### config.mk
export PLATFORM = sky130hd
export DESIGN_NAME = nest_irq_seq
export DESIGN_NICKNAME = d
export VERILOG_FILES = /design/src/rtl/nest_pkg.sv /design/src/rtl/nest_pick.sv /design/src/rtl/nest_mask_table.sv /design/src/rtl/nest_irq_seq.sv
export SDC_FILE = /design/constraint.sdc
export NUM_CORES = 2
export LEC_CHECK = 0
export CAP_MARGIN = 20
export CORE_AREA = 2 2 259 261
export CTS_CLUSTER_DIAMETER = 40
export CTS_CLUSTER_SIZE = 10
export DETAILED_ROUTE_END_ITERATION = 8
export DIE_AREA = 0 0 261 263
export GPL_ROUTABILITY_DRIVEN = 0
export PLACE_DENSITY = 0.76
export RECOVER_POWER = 100
export SLEW_MARGIN = 0
export SYNTH_ARGS = -nofsm -noshare
export SYNTH_HDL_FRONTEND = slang
export SYNTH_HIERARCHICAL = 1
export SYNTH_SLANG_ARGS = --single-unit
### constraint.sdc
create_clock -name clk -period 4.8 [get_ports clk]
set_clock_uncertainty 0.1 [all_clocks]
set_input_delay 0.96 -clock clk [delete_from_list [all_inputs] [get_ports clk]]
set_output_delay 0.96 -clock clk [all_outputs]
set_load 0.005 [all_outputs]
### src/rtl/nest_pkg.sv
package nest_pkg;

    localparam int DEF_LINES  = 32;
    localparam int DEF_LEVELS = 16;

    typedef enum logic [2:0] {
        NS_IDLE,
        NS_INIT,
        NS_CFG,
        NS_CFG_BAD,
        NS_EOI,
        NS_ACC
    } ns_cmd_e;

    // Fixed ordering: init, configure, end-of-interrupt, accept.
    function automatic ns_cmd_e choose_cmd(input logic init_p,
                                           input logic cfg_v,
                                           input logic cfg_ok,
                                           input logic eoi_v,
                                           input logic acc_v);
        if (init_p)      return NS_INIT;
        else if (cfg_v)  return cfg_ok ? NS_CFG : NS_CFG_BAD;
        else if (eoi_v)  return NS_EOI;
        else if (acc_v)  return NS_ACC;
        else             return NS_IDLE;
    endfunction

endpackage

### src/rtl/nest_pick.sv
module nest_pick #(
    parameter int LINES = nest_pkg::DEF_LINES,
    localparam int LIDX_W = $clog2(LINES)
) (
    input  logic [LINES-1:0]  vec,
    output logic              found,
    output logic [LIDX_W-1:0] idx
);
    always_comb begin
        found = 1'b0;
        idx   = '0;
        for (int i = LINES - 1; i >= 0; i--) begin
            if (vec[i]) begin
                found = 1'b1;
                idx   = LIDX_W'(i);
            end
        end
    end
endmodule

### src/rtl/nest_mask_table.sv
module nest_mask_table #(
    parameter int LINES  = nest_pkg::DEF_LINES,
    parameter int LEVELS = nest_pkg::DEF_LEVELS,
    localparam int LIDX_W = $clog2(LINES),
    localparam int PRIO_W = $clog2(LEVELS)
) (
    input  logic                           clk,
    input  logic                           rst,
    input  logic                           wr_en,
    input  logic                           wr_set,
    input  logic [LIDX_W-1:0]              wr_line,
    input  logic [PRIO_W-1:0]              wr_prio,
    input  logic [LIDX_W-1:0]              sel_line,
    output logic [PRIO_W-1:0]              sel_prio,
    output logic [LEVELS-1:0][LINES-1:0]   level_sets,
    output logic [LINES-1:0]               enabled
);
    logic [PRIO_W-1:0] prio_q [LINES];

    for (genvar lv = 0; lv < LEVELS; lv++) begin : g_level
        always_ff @(posedge clk) begin
            if (rst) begin
                level_sets[lv] <= '0;
            end else if (wr_en) begin
                level_sets[lv][wr_line] <= wr_set && (PRIO_W'(lv) >= wr_prio);
            end
        end
    end

    for (genvar ln = 0; ln < LINES; ln++) begin : g_line
        always_ff @(posedge clk) begin
            if (rst) begin
                prio_q[ln]  <= '0;
                enabled[ln] <= 1'b0;
            end else if (wr_en && (wr_line == LIDX_W'(ln))) begin
                enabled[ln] <= wr_set;
                if (wr_set) prio_q[ln] <= wr_prio;
            end
        end
    end

    assign sel_prio = prio_q[sel_line];
endmodule

### src/rtl/nest_irq_seq.sv
module nest_irq_seq #(
    parameter int LINES  = nest_pkg::DEF_LINES,
    parameter int LEVELS = nest_pkg::DEF_LEVELS,
    localparam int LIDX_W = $clog2(LINES),
    localparam int PRIO_W = $clog2(LEVELS)
) (
    input  logic              clk,
    input  logic              rst,
    input  logic              cfg_valid,
    input  logic [LIDX_W:0]   cfg_line,
    input  logic [PRIO_W:0]   cfg_prio,
    input  logic              cfg_enable,
    output logic              cfg_err,
    input  logic              acc_valid,
    input  logic [LINES-1:0]  status_in,
    output logic              acc_ack,
    output logic              acc_none,
    output logic [LIDX_W-1:0] acc_line,
    output logic [PRIO_W-1:0] acc_token,
    input  logic              eoi_valid,
    input  logic [PRIO_W-1:0] eoi_token,
    output logic              en_valid,
    output logic [LINES-1:0]  en_mask,
    output logic              dis_valid,
    output logic [LINES-1:0]  dis_mask,
    output logic [PRIO_W-1:0] cur_level
);
    import nest_pkg::*;

    logic                         init_pend;
    logic                         cfg_ok;
    ns_cmd_e                      cmd;
    logic                         pick_found;
    logic [LIDX_W-1:0]            pick_idx;
    logic [PRIO_W-1:0]            pick_prio;
    logic [LEVELS-1:0][LINES-1:0] level_sets;
    logic [LINES-1:0]             enabled;
    logic [LINES-1:0]             cfg_bit;

    assign cfg_ok  = (cfg_line < (LIDX_W+1)'(LINES)) && (cfg_prio < (PRIO_W+1)'(LEVELS));
    assign cmd     = choose_cmd(init_pend, cfg_valid, cfg_ok, eoi_valid, acc_valid);
    assign cfg_bit = LINES'(1) << cfg_line[LIDX_W-1:0];

    nest_pick #(.LINES(LINES)) pick_i (
        .vec   (status_in),
        .found (pick_found),
        .idx   (pick_idx)
    );

    nest_mask_table #(.LINES(LINES), .LEVELS(LEVELS)) table_i (
        .clk        (clk),
        .rst        (rst),
        .wr_en      (cmd == NS_CFG),
        .wr_set     (cfg_enable),
        .wr_line    (cfg_line[LIDX_W-1:0]),
        .wr_prio    (cfg_prio[PRIO_W-1:0]),
        .sel_line   (pick_idx),
        .sel_prio   (pick_prio),
        .level_sets (level_sets),
        .enabled    (enabled)
    );

    always_ff @(posedge clk) begin
        if (rst) begin
            init_pend <= 1'b1;
            cur_level <= '0;
            cfg_err   <= 1'b0;
            acc_ack   <= 1'b0;
            acc_none  <= 1'b0;
            acc_line  <= '0;
            acc_token <= '0;
            en_valid  <= 1'b0;
            en_mask   <= '0;
            dis_valid <= 1'b0;
            dis_mask  <= '0;
        end else begin
            cfg_err   <= 1'b0;
            acc_ack   <= 1'b0;
            acc_none  <= 1'b0;
            en_valid  <= 1'b0;
            dis_valid <= 1'b0;
            case (cmd)
                NS_INIT: begin
                    init_pend <= 1'b0;
                    cur_level <= '0;
                    dis_valid <= 1'b1;
                    dis_mask  <= '1;
                end
                NS_CFG: begin
                    if (cfg_enable) begin
                        en_valid <= 1'b1;
                        en_mask  <= cfg_bit;
                    end else begin
                        dis_valid <= 1'b1;
                        dis_mask  <= cfg_bit;
                    end
                end
                NS_CFG_BAD: cfg_err <= 1'b1;
                NS_EOI: begin
                    cur_level <= eoi_token;
                    en_valid  <= 1'b1;
                    en_mask   <= ~level_sets[eoi_token] & enabled;
                end
                NS_ACC: begin
                    acc_ack <= 1'b1;
                    if (!pick_found) begin
                        acc_none  <= 1'b1;
                        acc_line  <= '0;
                        acc_token <= '0;
                    end else begin
                        acc_line  <= pick_idx;
                        acc_token <= cur_level;
                        cur_level <= pick_prio;
                        dis_valid <= 1'b1;
                        dis_mask  <= level_sets[pick_prio];
                    end
                end
                default: ;
            endcase
        end
    end
endmodule

==> flow_metrics.py <==
metrics = {
    "yosys": {
        "synth_common_cells": "nand2_1 (1,173), dfxtp_1 (627), a21oi_1 (589)",
        "avgSynthCellArea_um2": 9.28,
        "synth-seq-cells": 755,
        "synth_fp_nets": 3985,
        "yosysTopAreaCell": "dfxtp_1",
        "syn-instance-count": 3932,
        "syn_area_mm2": 0.0365,
        "ys_seq_area_share_pct": 44.9,
        "synth_area_leaders": "dfxtp_1 (34%), mux4_2 (16%), nand2_1 (12%)",
        "synth_edf_count": 128,
        "ys.flop_type": "dfxtp_1",
        "post_synth_num_cell_types": 73,
        "yosysMostFrequentCell": "nand2_1",
        "synthArstFlopShare_pct": 0,
        "yosys_warnings": 6,
        "synth_top_area_share_pct": 34.4,
    },
    "floorplanning": {
        "initial_utilization_pct": 55.6,
        "die_x_um": 261,
        "rows": 94,
        "core_area_mm2": 0.0656,
        "die_area_mm2": 0.0686,
        "die_height_um": 263,
        "io_pins": 135,
    },
    "routing": {
        "wl_um": 129000,
        "wl_per_cell_um": 26.1,
        "drt-vias-per-instance": 6.63,
        "first_pass_iters": 6,
        "postRouteAntennaNets": 0,
        "drt-initial-drc-count": 4744,
        "vias": 32792,
        "drc_errors": 0,
    },
    "final_layout": {
        "final_area_mm2": 0.0433,
        "fill_cells": 5011,
        "final_nets": 4052,
        "layout-drive-gt1-share_pct": 18.0,
        "area_delta_synth_final_pct": 18.6,
        "n_antenna_cell": 0,
    },
    "sta": {
        "period_share_pct": 99.6,
        "worst-slew-pin-transition_ns": 2.57,
        "hold_viol": 0,
        "slew_violations": 316,
        "fin_crit_ns": 4.78,
        "setup_viol": 0,
        "fmax_mhz": 209,
        "relSlewSlack_pct": -71.5,
    },
    "global_routing": {
        "overflow": 0,
        "grt_usage_pct": 36.4,
        "antenna_found_initial": 2,
        "grt_pass1_vias": 30640,
        "grt_max_degree": 186,
        "grt_pass1_wl_um": 188000,
    },
    "clock_tree": {
        "cts_max_level": 3,
        "cts-root-buf": "clkbuf_16",
        "cts_num_sinks": 755,
        "cts_made_buffers": 108,
        "clk_path_buf_depth": 3,
        "cts_tree": "built",
        "clock_latency_ns": 0.70,
        "cts_hold_buf": 0,
        "clk_pin_slew_worst_paths_ns": 0.05,
    },
    "critical_path": {
        "endpoint_kind": "flop",
        "path_cells": "dlygate4sd3_1 -> buf_4 -> nand2b_1 -> o21bai_1 -> clkbuf_2 -> o32ai_1",
        "critPathBufInv": 3,
        "crit_fanout": 17,
        "cp_slowest_stage_delay_ns": 1.97,
        "endpoint": "en_mask[21]",
        "timing_worst_setup_path_type": "input pin to flop",
        "crit_arrival_ns": 5.21,
        "path_depth": 6,
        "r2r-end": "table_i/level_sets[15]",
        "reg2reg_slack_ns": 0.70,
        "crit_start": "cfg_valid",
        "critPathTopFamily": "compound AO/OA/AOI/OAI gates",
        "crit_slowest_cell": "o21bai_1",
        "reg2reg_from": "init_pend",
        "reg2reg_depth": 8,
        "crit_required_ns": 5.23,
        "start_kind": "input pin",
    },
    "place": {
        "place_area_mm2": 0.0394,
        "dp_hpwl_um": 76200,
        "port_buffers": 134,
    },
    "pwr": {
        "total_leakage_power_uw": 0.0145,
        "power_density_mw_per_mm2": 364,
        "power_uw": 15800,
        "ir_worst_vdd_mv": 0.311,
    },
    "outcome": {
        "status": "finished, violations left",
        "failed_checks": "max-capacitance violations, max-slew violations",
    },
    "job": {
        "drv_cap": 4,
    },
    "min_path": {
        "hold_class": "flop to flop",
    },
}
## stage by stage
step	utilization (%)	hold slack [ns]	TNS (ns)	cells	setup WS, ns
floorplan	-	0.337	0	3932	0.00836
global placement	60.0	0.339	-18.87	4724	-0.621
detailed placement	60.0	0.348	-20.29	4724	-0.723
CTS	65.5	0.356	0	4918	0.0122
global route	66.0	0.371	-0.300	4947	-0.0335
finish	66.0	0.351	0	4947	0.0183
## flip-flops by register name, summed over array words and instances, names as in the netlist
register	cells
acc_ack	1
acc_line	5
acc_none	1
acc_token	4
cfg_err	1
cur_level	4
dis_mask	32
dis_valid	1
en_mask	32
en_valid	1
init_pend	1
table_i/enabled	32
table_i/level_sets	512
table_i/prio_q	128
## cell families (layout without fill, tap and decap cells)
family	count (synthesis)	in the layout	share of synthesized area, %
simple gates	1588	1588	18.0
buf+inv	398	548	4.61
flops	755	755	44.9
compound gates	852	852	14.0
mux	339	340	18.5
## cell usage in the layout (no fill, tap or decap), types with 6 or more instances in the layout
| master | instances |
|---|---|
| clkbuf_2 | 9 |
| and2_1 | 12 |
| buf_12 | 33 |
| bufinv_16 | 10 |
| clkbuf_1 | 35 |
| o32ai_1 | 9 |
| a21oi_1 | 582 |
| nand4_1 | 56 |
| o2111ai_1 | 10 |
| o32a_1 | 29 |
| clkbuf_8 | 13 |
| a2bb2oi_1 | 23 |
| clkinvlp_4 | 10 |
| dlymetal6s2s_1 | 14 |
| a211oi_1 | 35 |
| inv_1 | 7 |
| buf_4 | 143 |
| clkinv_2 | 16 |
| nand2_1 | 1173 |
| a21boi_0 | 32 |
| o22ai_1 | 26 |
| nor2_1 | 213 |
| nand3_1 | 11 |
| mux4_2 | 264 |
| nor3_1 | 10 |
| nand2b_1 | 37 |
| clkdlybuf4s50_1 | 33 |
| a22o_1 | 61 |
| edfxtp_1 | 128 |
| a21oi_2 | 12 |
| dlygate4sd3_1 | 83 |
| mux2i_1 | 39 |
| dfxtp_1 | 627 |
| mux2_2 | 34 |
| clkbuf_16 | 114 |
| nor2_4 | 6 |
## metal layers
| metal | global-route usage (%) | vias up | share of wire, % |
|---|---|---|---|
| li1 | - | 14086 | - |
| met1 | 46.9 | 15657 | 35 |
| met2 | 55.2 | 2467 | 45 |
| met3 | 10.3 | 578 | 14 |
| met4 | 20.3 | 4 | 6.5 |
| met5 | 0 | - | 0.017 |
## worst register-to-register path: stages (launching register included)
cell	delay [ns]
dfxtp_1	0.36
or4b_1	0.73
clkinv_1	0.23
clkbuf_1	0.92
nand4b_1	0.50
nor2_1	0.27
clkbuf_1	0.57
nand2_1	0.13
a21oi_1	0.17
## report_power, final
group / leakage (uW) / switching [uW] / total (uW) / internal, uW
clock: 0.00174 / 3020 / 7950 / 4930
sequential: 0.00643 / 44.8 / 6540 / 6500
combinational: 0.00631 / 831 / 1280 / 450
total: 0.0145 / 3890 / 15800 / 11900
## area by class of cell
class	count	area, um^2	area share (%)
tap	864	1080	2.50
sequential	755	16400	37.9
clock inverter	50	592	1.37
timing repair buffer	345	3430	7.93
clock buffer	144	3010	6.95
multi-input combinational	2780	18800	43.3
inverter	9	33.8	0.0780
## what timing repair did
item,4_1_cts,5_1_grt
resized for setup,2,34
cloned,0,5
setup buffers,0,24
pin swaps,0,7
endpoints found under the setup margin,9,32
## how the worst min path moves through the flow
stage / endpoint / start / slack, ns / depth (start not counted)
floorplan: table_i/enabled[11] / table_i/enabled[11] / 0.34 / 2
global placement: acc_line[3] / acc_line[3] / 0.34 / 2
detailed placement: table_i/enabled[1] / table_i/enabled[1] / 0.35 / 2
CTS: acc_line[3] / acc_line[3] / 0.36 / 2
global route: table_i/enabled[1] / table_i/enabled[1] / 0.37 / 2
finish: acc_token[0] / acc_token[0] / 0.35 / 2
Note: power is estimated with default switching activity, not from simulation.
